`src/rtl/prbs_chk_pkg.sv`:
```
package prbs_chk_pkg;

    typedef enum logic [1:0] {
        PAT_P7  = 2'd0,
        PAT_P15 = 2'd1,
        PAT_P23 = 2'd2,
        PAT_P31 = 2'd3
    } pat_e;

    typedef enum logic [1:0] {
        SYNC_EMPTY = 2'd0,
        SYNC_HUNT  = 2'd1,
        SYNC_LOCK  = 2'd2
    } sync_e;

    localparam int NUM_PAT = 4;

    // degree of the generator polynomial
    function automatic int poly_order(pat_e p);
        case (p)
            PAT_P7:  return 7;
            PAT_P15: return 15;
            PAT_P23: return 23;
            default: return 31;
        endcase
    endfunction

    // middle tap of the generator polynomial
    function automatic int poly_tap(pat_e p);
        case (p)
            PAT_P7:  return 6;
            PAT_P15: return 14;
            PAT_P23: return 18;
            default: return 28;
        endcase
    endfunction

endpackage

```
`src/rtl/prbs_ref_gen.sv`:
```
module prbs_ref_gen
    import prbs_chk_pkg::*;
#(
    parameter int DATA_W = 32
) (
    input  logic              clk,
    input  logic              rst,
    input  logic              step_en,
    input  logic              seed_rx,
    input  pat_e              pat_sel,
    input  logic [DATA_W-1:0] rx_word,
    output logic [DATA_W-1:0] exp_word
);

    logic [DATA_W-1:0] ref_q;
    logic [DATA_W-1:0] cand [NUM_PAT];

    // one parallel next-word unit per polynomial; history index 0 is the latest bit
    for (genvar p = 0; p < NUM_PAT; p++) begin : g_poly
        localparam int ORD = poly_order(pat_e'(p));
        localparam int TAP = poly_tap(pat_e'(p));
        always_comb begin
            logic [DATA_W-1:0] h;
            logic              nb;
            h = ref_q;
            for (int k = 0; k < DATA_W; k++) begin
                nb = h[TAP-1] ^ h[ORD-1];
                h  = {h[DATA_W-2:0], nb};
            end
            cand[p] = h;
        end
    end

    assign exp_word = cand[pat_sel];

    always_ff @(posedge clk) begin
        if (rst) begin
            ref_q <= '0;
        end else if (step_en) begin
            ref_q <= seed_rx ? rx_word : exp_word;
        end
    end

endmodule

```
`src/rtl/prbs_sync_fsm.sv`:
```
module prbs_sync_fsm
    import prbs_chk_pkg::*;
#(
    parameter int RUN_W = 8
) (
    input  logic             clk,
    input  logic             rst,
    input  logic             link_ok,
    input  logic             word_vld,
    input  logic             word_clean,
    input  logic [RUN_W-1:0] match_run,
    output logic             matched,
    output logic             cmp_en,
    output logic             seed_rx
);

    sync_e            state_q;
    logic [RUN_W-1:0] run_q;
    logic [RUN_W:0]   run_nxt;
    logic             run_done;

    assign run_nxt  = {1'b0, run_q} + {{RUN_W{1'b0}}, 1'b1};
    assign run_done = run_nxt >= {1'b0, match_run};

    assign matched = (state_q == SYNC_LOCK);
    assign cmp_en  = (state_q != SYNC_EMPTY);
    assign seed_rx = (state_q != SYNC_LOCK);

    always_ff @(posedge clk) begin
        if (rst || !link_ok) begin
            state_q <= SYNC_EMPTY;
            run_q   <= '0;
        end else if (word_vld) begin
            case (state_q)
                SYNC_EMPTY: begin
                    state_q <= SYNC_HUNT;
                    run_q   <= '0;
                end
                SYNC_HUNT: begin
                    if (!word_clean) begin
                        run_q <= '0;
                    end else if (run_done) begin
                        state_q <= SYNC_LOCK;
                        run_q   <= '0;
                    end else begin
                        run_q <= run_nxt[RUN_W-1:0];
                    end
                end
                SYNC_LOCK: state_q <= SYNC_LOCK;
                default:   state_q <= SYNC_EMPTY;
            endcase
        end
    end

    AST_MATCH_KEPT: assert property (@(posedge clk) disable iff (rst)
        matched && link_ok |=> matched);

    AST_LINK_DROP: assert property (@(posedge clk) disable iff (rst)
        !link_ok |=> !matched && !cmp_en);

    AST_LOCK_ON_CLEAN: assert property (@(posedge clk) disable iff (rst)
        $rose(matched) |-> $past(word_vld && word_clean && cmp_en));

endmodule

```
`src/rtl/prbs_flip_tally.sv`:
```
module prbs_flip_tally #(
    parameter int DATA_W = 32,
    parameter int CNT_W  = 16
) (
    input  logic              clk,
    input  logic              rst,
    input  logic              tally_en,
    input  logic [DATA_W-1:0] exp_word,
    input  logic [DATA_W-1:0] mask,
    output logic [CNT_W-1:0]  cnt_hi2lo,
    output logic [CNT_W-1:0]  cnt_lo2hi
);

    localparam int PCW = $clog2(DATA_W + 1);

    logic [PCW-1:0]   pc_h2l, pc_l2h;
    logic [CNT_W:0]   inc_h2l, inc_l2h;
    logic [CNT_W:0]   sum_h2l, sum_l2h;
    logic [CNT_W-1:0] h2l_q, l2h_q;

    always_comb begin
        pc_h2l = '0;
        pc_l2h = '0;
        for (int i = 0; i < DATA_W; i++) begin
            pc_h2l = pc_h2l + {{(PCW-1){1'b0}}, mask[i] &  exp_word[i]};
            pc_l2h = pc_l2h + {{(PCW-1){1'b0}}, mask[i] & ~exp_word[i]};
        end
        inc_h2l = '0;
        inc_l2h = '0;
        inc_h2l[PCW-1:0] = pc_h2l;
        inc_l2h[PCW-1:0] = pc_l2h;
        sum_h2l = {1'b0, h2l_q} + inc_h2l;
        sum_l2h = {1'b0, l2h_q} + inc_l2h;
    end

    always_ff @(posedge clk) begin
        if (rst) begin
            h2l_q <= '0;
            l2h_q <= '0;
        end else if (tally_en) begin
            h2l_q <= sum_h2l[CNT_W] ? '1 : sum_h2l[CNT_W-1:0];
            l2h_q <= sum_l2h[CNT_W] ? '1 : sum_l2h[CNT_W-1:0];
        end
    end

    assign cnt_hi2lo = h2l_q;
    assign cnt_lo2hi = l2h_q;

    AST_SAT_HOLD_H2L: assert property (@(posedge clk) disable iff (rst)
        &h2l_q |=> &h2l_q);

    AST_SAT_HOLD_L2H: assert property (@(posedge clk) disable iff (rst)
        &l2h_q |=> &l2h_q);

    AST_NO_DECREASE: assert property (@(posedge clk) disable iff (rst)
        1'b1 |=> (h2l_q >= $past(h2l_q)) && (l2h_q >= $past(l2h_q)));

endmodule

```
`src/rtl/prbs_err_detector.sv`:
```
module prbs_err_detector
    import prbs_chk_pkg::*;
#(
    parameter int DATA_W = 32,
    parameter int RUN_W  = 8,
    parameter int CNT_W  = 16
) (
    input  logic              clk,
    input  logic              rst,
    input  logic [DATA_W-1:0] rx_word,
    input  logic              rx_valid,
    input  logic [1:0]        pat_sel,
    input  logic              link_ok,
    input  logic [RUN_W-1:0]  match_run,
    output logic              matched,
    output logic [DATA_W-1:0] err_mask,
    output logic              err_mask_vld,
    output logic [CNT_W-1:0]  cnt_hi2lo,
    output logic [CNT_W-1:0]  cnt_lo2hi
);

    logic              word_vld;
    logic              cmp_en;
    logic              seed_rx;
    logic              lock_s;
    logic [DATA_W-1:0] exp_word;
    logic [DATA_W-1:0] diff;
    logic              word_clean;
    logic              do_cmp;
    logic [DATA_W-1:0] mask_q;
    logic              mask_vld_q;

    assign word_vld   = rx_valid && link_ok;
    assign diff       = rx_word ^ exp_word;
    assign word_clean = (diff == '0);
    assign do_cmp     = word_vld && cmp_en;

    prbs_ref_gen #(.DATA_W(DATA_W)) u_ref (
        .clk      (clk),
        .rst      (rst),
        .step_en  (word_vld),
        .seed_rx  (seed_rx),
        .pat_sel  (pat_e'(pat_sel)),
        .rx_word  (rx_word),
        .exp_word (exp_word)
    );

    prbs_sync_fsm #(.RUN_W(RUN_W)) u_sync (
        .clk        (clk),
        .rst        (rst),
        .link_ok    (link_ok),
        .word_vld   (word_vld),
        .word_clean (word_clean),
        .match_run  (match_run),
        .matched    (lock_s),
        .cmp_en     (cmp_en),
        .seed_rx    (seed_rx)
    );

    prbs_flip_tally #(.DATA_W(DATA_W), .CNT_W(CNT_W)) u_tally (
        .clk       (clk),
        .rst       (rst),
        .tally_en  (do_cmp && lock_s),
        .exp_word  (exp_word),
        .mask      (diff),
        .cnt_hi2lo (cnt_hi2lo),
        .cnt_lo2hi (cnt_lo2hi)
    );

    always_ff @(posedge clk) begin
        if (rst) begin
            mask_q     <= '0;
            mask_vld_q <= 1'b0;
        end else begin
            mask_vld_q <= do_cmp;
            if (do_cmp) begin
                mask_q <= diff;
            end
        end
    end

    assign matched      = lock_s;
    assign err_mask     = mask_q;
    assign err_mask_vld = mask_vld_q;

    AST_LOCKED_COMPARES: assert property (@(posedge clk) disable iff (rst)
        matched && rx_valid && link_ok |=> err_mask_vld);

    AST_NO_TALLY_UNLOCKED: assert property (@(posedge clk) disable iff (rst)
        !matched |=> $stable(cnt_hi2lo) && $stable(cnt_lo2hi));

    AST_LOCK_MASK_CLEAN: assert property (@(posedge clk) disable iff (rst)
        $rose(matched) |-> err_mask_vld && (err_mask == '0));

    AST_NOLINK_NO_MASK: assert property (@(posedge clk) disable iff (rst)
        !link_ok |=> !err_mask_vld);

endmodule

```
`config.mk`:
```
export PLATFORM = sky130hd
export DESIGN_NAME = prbs_err_detector
export DESIGN_NICKNAME = d
export VERILOG_FILES = /design/src/rtl/prbs_chk_pkg.sv /design/src/rtl/prbs_ref_gen.sv /design/src/rtl/prbs_sync_fsm.sv /design/src/rtl/prbs_flip_tally.sv /design/src/rtl/prbs_err_detector.sv
export SDC_FILE = /design/constraint.sdc
export NUM_CORES = 1
export LEC_CHECK = 0
export BUFFER_PORTS_ARGS = -buffer_cell sky130_fd_sc_hd__clkbuf_2
export CORE_ASPECT_RATIO = 0.7
export CORE_MARGIN = 2
export CORE_UTILIZATION = 55
export DETAILED_ROUTE_END_ITERATION = 8
export GPL_TIMING_DRIVEN = 1
export MAX_ROUTING_LAYER = met4
export PLACE_DENSITY = 0.91
export SLEW_MARGIN = 30
export SYNTH_ARGS = -nofsm -noshare
export SYNTH_HDL_FRONTEND = slang
export SYNTH_SLANG_ARGS = --single-unit
```
`constraint.sdc`:
```
create_clock -name clk -period 6.9 [get_ports clk]
set_input_delay 0.345 -clock clk [delete_from_list [all_inputs] [get_ports clk]]
set_output_delay 0.345 -clock clk [all_outputs]
set_load 0.005 [all_outputs]
```
==> flow_summary_export.csv, run 1 <==
group,metric,value,unit
run_status,outcome,"finished with violations",
run_status,violations,"negative setup slack",
setup_path,end_kind,"flip-flop",
clock_network,clock_sinks,106,
clock_network,cts_tree,"built",
setup_path,crit_buf_inv,9,
placement,io_buffers,111,
synth,synthArstFlopShare,0,%
pwr,p_switching,2.51,mW
synth,synth_area,0.00994,mm^2
min_path,hp-class,"in2reg",
setup_path,slowest_delay,580,ps
placement,place_ws,-503,ps
clock_network,numCtsBuffers,9,
timing,setup_viol,32,
clock_network,htreeDepth,3,
floorplan,design.core.area,0.0179,mm^2
run,max-cap-violations,0,
grt,grt_pass1_vias,9320,
synth,ys_warn_count,0,
synth,synthCells,1170,
synth,yosys-top-cells-area,"dfxtp_1 (21%), ha_1 (13%), fa_1 (10%)",
final_layout,final_nets,1572,
min_path,hp-start,"rx_valid",
timing,fin_tns_setup,-19200,ps
detailed_routing,drtIter0Drc,1361,
pwr,power.internal,2.92,mW
synth,synth_seq_cells,106,
timing,hold_viol,0,
setup_path,crit_type,"reg2reg",
final_layout,area.growth.synth_to_final,25.2,%
grt,antenna_found_initial,0,
clock_network,path_clk_slew,90,ps
clock_network,clkLatencyLatePin,380,ps
pwr,p_leak,5.78,nW
detailed_routing,first_pass_iters,5,
pwr,clock_power_share,10.2,%
detailed_routing,drtAntennaViolNets,0,
grt,gr-total-overflow,0,
floorplan,io_pins,112,
clock_network,cts_root_buffer,"clkbuf_16",
setup_path,crit_slowest_cell,"fa_1",
placement,hpwl,26100,um
synth,synth_flop_cell,"dfxtp_1",
synth,synth_top_area_share,21.3,%
clock_network,clk_path_buf_depth,2,
placement,dp_cells,1585,
final_layout,stdcell_count,1615,
synth,yosysTopAreaCell,"dfxtp_1",
setup_path,r2r_start,"u_ref.ref_q[5]",
synth,syn_avg_cell_area,8.50,um^2
grt,grtUsageMet1,51.5,%
grt,grt_first_pass_wirelength,51900,um
synth,synth_nets,1368,
grt,grt_usage,37.0,%
synth,synth_cell_types,57,
synth,ys_seq_area_share,21.3,%
setup_path,crit_arrival,7840,ps
setup_path,crit_path_start,"u_ref.ref_q[5]",
detailed_routing,dr_total_vias,9692,
grt,grt_util_met3,9.91,%
floorplan,die_x,165,um
floorplan,die-area,0.0192,mm^2
timing,period_minus_slack,7610,ps
timing,worst_slack,-708,ps
setup_path,crit_family,"adder cells",
final_layout,drive_gt1_share,27.7,%
placement,gp_congestion,1.10,
setup_path,cpMostUsedCell,"fa_1",
synth,yosys.cell_count.top_type,"inv_1",
synth,synth_edf_count,0,
floorplan,start_util,55.7,%
final_layout,fillers,1277,
detailed_routing,drc,0,
detailed_routing,post_drt_wl_per_cell,21.3,um
synth,synth_common_cells,"inv_1 (187), xnor2_1 (111), nor2_1 (110)",
pwr,pwr-share-comb,78.0,%
timing,worstMarginPinSlew,777,ps
setup_path,cp-start-kind,"flip-flop",
pwr,swShare,46.2,%
timing,period_share,110,%
grt,busiest_layer,"met2",
clock_network,holdBufCountCts,0,
pwr,vdd_drop_max,640,uV
timing,slew_headroom,48.2,%
setup_path,path_max_fanout,6,
timing,fin_skew,15.5,ps
detailed_routing,wl,34400,um
pwr,p_per_area,436,mW/mm^2
floorplan,placement_rows,41,
grt,use_met2,53.8,%
timing,rsz0062_at_grt,"yes",
setup_path,required,7130,ps
pwr,sequentialPowerShare,11.8,%
timing,max_freq,0.131,GHz
final_layout,antenna-diode-count,0,
timing,slew_violations,0,
grt,grt_max_degree,65,
floorplan,dieHeight,116,um
detailed_routing,post_drt_via_cell_ratio,6.00,
## cell families after synthesis
logic type / after synthesis / synth area share, %
adders and majority gates: 152 / 22.9
buffers and inverters: 265 / 10.6
AOI/OAI and AO/OA: 213 / 14.3
xor gates and xnor gates: 144 / 13.1
DFF: 106 / 21.3
and+or+nand+nor: 241 / 11.3
muxes: 49 / 6.49
## cell type report
cell class              count  area (um^2)  share of cell area (%)
flip-flops and latches    106         2130                    17.1
clock buffers               9          225                    1.81
repair buffers            269         1830                    14.7
multi-input cells         799         7180                    57.7
clock inverters             7         83.8                   0.674
inverters                 189          709                    5.70
well taps                 236          295                    2.37
## power by group through the flow
stage          combinational, mW  clock, mW  sequential (mW)
4_1_cts                     3.85      0.551            0.639
2_1_floorplan               2.36          0            0.643
3_5_place_dp                3.61          0            0.652
3_3_place_gp                3.50          0            0.652
6_report                    4.23      0.555            0.640
5_1_grt                     4.58      0.576            0.641
## state kept, by name, summed over array words and instances, names as in the netlist
name	count
u_tally.cnt_hi2lo	16
u_sync.state_q	2
u_tally.cnt_lo2hi	16
err_mask_vld	1
u_sync.run_q	8
err_mask	32
u_ref.ref_q	31
## layer usage
layer	up-vias	part of all wire, %
li1	4277	-
met1	4641	41
met2	683	43
met3	91	13
met4	0	2.6
met5	-	0
## timing repair
action | CTS | global route
buffers inserted | 9 | 6
setup endpoints to repair | 32 | 32
pin swaps | 20 | 19
resized for setup | 43 | 24
## worst min-delay path, stage by stage
cell and delay [ps]:
clkbuf_2 110, nand2_2 110, nor3_1 60
## per-stage QoR
| stage | hold slack, ps | utilization (%) | total power, mW | instance area, um^2 |
|---|---|---|---|---|
| after floorplan | 444 | - | 3.00 | 10100 |
| after global placement | 460 | 65.7 | 4.15 | 11700 |
| after detailed placement | 482 | 65.7 | 4.26 | 11700 |
| after CTS | 286 | 68.8 | 5.04 | 12300 |
| after global routing | 311 | 69.7 | 5.80 | 12400 |
| final | 294 | 69.7 | 5.43 | 12400 |
## path summary, 6_finish.rpt
kind                                             end  slack, ps  cells after the start
worst max register to register  u_tally.cnt_lo2hi[5]       -710                     29
worst min register to register       u_sync.run_q[7]        490                      2
worst min-delay path                    err_mask_vld        290                      3
worst max-delay path            u_tally.cnt_lo2hi[5]       -710                     29
## placed cells by master (no fill, tap or decap), types with 12 or more instances in the layout
| master | n |
|---|---|
| a211oi_1 | 61 |
| nor2_1 | 105 |
| o21ai_0 | 23 |
| xnor2_1 | 108 |
| dfxtp_1 | 103 |
| nand3_1 | 19 |
| mux2i_1 | 36 |
| nand2_1 | 31 |
| inv_1 | 176 |
| nand4_1 | 13 |
| clkbuf_2 | 110 |
| fa_1 | 44 |
| ha_1 | 97 |
| a21o_1 | 12 |
| xor2_1 | 27 |
| a21oi_1 | 39 |
| buf_4 | 149 |
Note: power is estimated with default switching activity, not from simulation.
==> run 2, diff against run 1 <==
Settings changed: PLACE_DENSITY 0.91 to 0.88, SETUP_SLACK_MARGIN set to 0.05.
Clock period 6.9 ns to 8.53 ns, I/O delays scaled along.
==> flow_summary_export.csv, run 2 (same netlist as run 1, synthesis figures left out) <==
group,metric,value,unit
run_status,outcome,"complete, no violations",
timing,rsz0062_at_grt,"no",
floorplan,die-area,0.0192,mm^2
timing,slew_violations,0,
placement,io_buffers,111,
clock_network,htreeDepth,3,
grt,grt_pass1_vias,8338,
timing,period_share,94.8,%
timing,fin_skew,15.9,ps
setup_path,required,8790,ps
pwr,p_per_area,301,mW/mm^2
floorplan,start_util,55.7,%
final_layout,drive_gt1_share,15.2,%
grt,grt_first_pass_wirelength,45300,um
final_layout,final_cell_mix,"inv_1 (187), xnor2_1 (110), clkbuf_2 (110), nor2_1 (109), dfxtp_1 (103)",
detailed_routing,drtIter0Drc,1120,
timing,slew_headroom,50.4,%
final_layout,finish.utilization,61.9,%
floorplan,placement_rows,41,
timing,hold_viol,0,
grt,grt_max_degree,97,
grt,grt_usage,32.2,%
floorplan,die_x,165,um
detailed_routing,wl,29200,um
final_layout,area.growth.synth_to_final,11.2,%
timing,setup_viol,0,
grt,antenna_found_initial,1,
timing,max_freq,0.124,GHz
setup_path,slowest_delay,560,ps
detailed_routing,top_layer,"met4",
final_layout,final_design_area_no_fill,0.0111,mm^2
detailed_routing,met2_length,12300,um
timing,worstMarginPinSlew,744,ps
min_path,hp-class,"in2reg",
detailed_routing,drtAntennaViolNets,0,
final_layout,layout_commonest_cell,"inv_1",
setup_path,cpMostUsedCell,"fa_1",
final_layout,largest_register_ff_count,32,
clock_network,path_clk_slew,80,ps
clock_network,clkLatencyLatePin,360,ps
timing,period_minus_slack,8090,ps
floorplan,io_pins,112,
detailed_routing,first_pass_iters,5,
detailed_routing,wl_met1,12400,um
setup_path,crit_slowest_cell,"fa_1",
detailed_routing,dr_total_vias,8650,
run,max-cap-violations,0,
clock_network,cts_tree,"built",
setup_path,crit_type,"reg2reg",
setup_path,crit_arrival,8350,ps
timing,hold_slack,308,ps
detailed_routing,post_drt_wl_per_cell,19.6,um
detailed_routing,dr_wl_met3,3970,um
placement,gp_congestion,1.07,
pwr,fin_total_pwr,3.33,mW
detailed_routing,post_drt_via_cell_ratio,5.80,
setup_path,cp-start-kind,"flip-flop",
floorplan,design.core.area,0.0179,mm^2
placement,hpwl,23100,um
final_layout,final_nets,1448,
floorplan,dieHeight,116,um
pwr,vdd_drop_max,364,uV
grt,gr-total-overflow,0,
pwr,p_leak,5.04,nW
setup_path,end_kind,"flip-flop",
clock_network,clk_path_buf_depth,2,
timing,fin_tns_setup,0,ps
placement,placed_cell_area,0.0107,mm^2
clock_network,clock_sinks,106,
setup_path,path_max_fanout,6,
clock_network,cts_root_buffer,"clkbuf_16",
clock_network,numCtsBuffers,9,
detailed_routing,drc,0,
run 2: cell types whose count changed in the layout (fill, tap and decap cells not counted), sizes merged:
cell	previous run	this run
clkinvlp	0	4
clkinv	4	3
buf	159	35
diode	0	1
inv	192	189
run 2: area by class of cell:
class                      count  area [um^2]
multi-input combinational    799         6810
clock buffer                   9          225
timing repair buffer         145          817
clock inverter                 7         62.6
tap                          236          295
antenna                        1         2.50
fill                        1455         6800
inverter                     189          713
sequential                   106         2130
run 2: timing repair:
action	4_1_cts	5_1_grt
resized for setup	0	10
hold buffers	0	0
setup buffers	0	0
endpoints found under the setup margin	0	32
run 2: critical path, delay by kind of cell, from the launching register on:
family,cells,cell delay (ps)
buf+inv,9,860
flops,1,360
simple gates,2,300
compound gates,6,1030
mux,2,440
xor+xnor,3,740
fa+ha+maj,10,4280
run 2: final timing paths:
check / startpoint / to / slack, ps / cells past startpoint
setup / recovery: u_ref.ref_q[0] / u_tally.cnt_lo2hi[7] / 440 / 32
hold / removal: rst / u_tally.cnt_hi2lo[9] / 310 / 2
setup reg to reg: u_ref.ref_q[0] / u_tally.cnt_lo2hi[7] / 440 / 32
hold reg to reg: u_sync.run_q[7] / u_sync.run_q[7] / 480 / 2
run 2: through the flow:
stage	cells	worst slack, ps
global route	1492	29.8
detailed placement	1475	112
floorplan	1170	866
CTS	1491	113
global placement	1475	496
finish	1492	440
run 2: where the power goes:
group / internal, mW / switching, mW
combinational: 1.02 / 1.36
clock: 0.204 / 0.212
sequential: 0.505 / 0.0198
run 2: layer usage:
metal | vias to the layer above | global-route usage, %
met4 | 0 | 7.19
met3 | 50 | 11.5
met2 | 502 | 46.7
li1 | 4027 | -
met1 | 4071 | 43.1
met5 | - | -
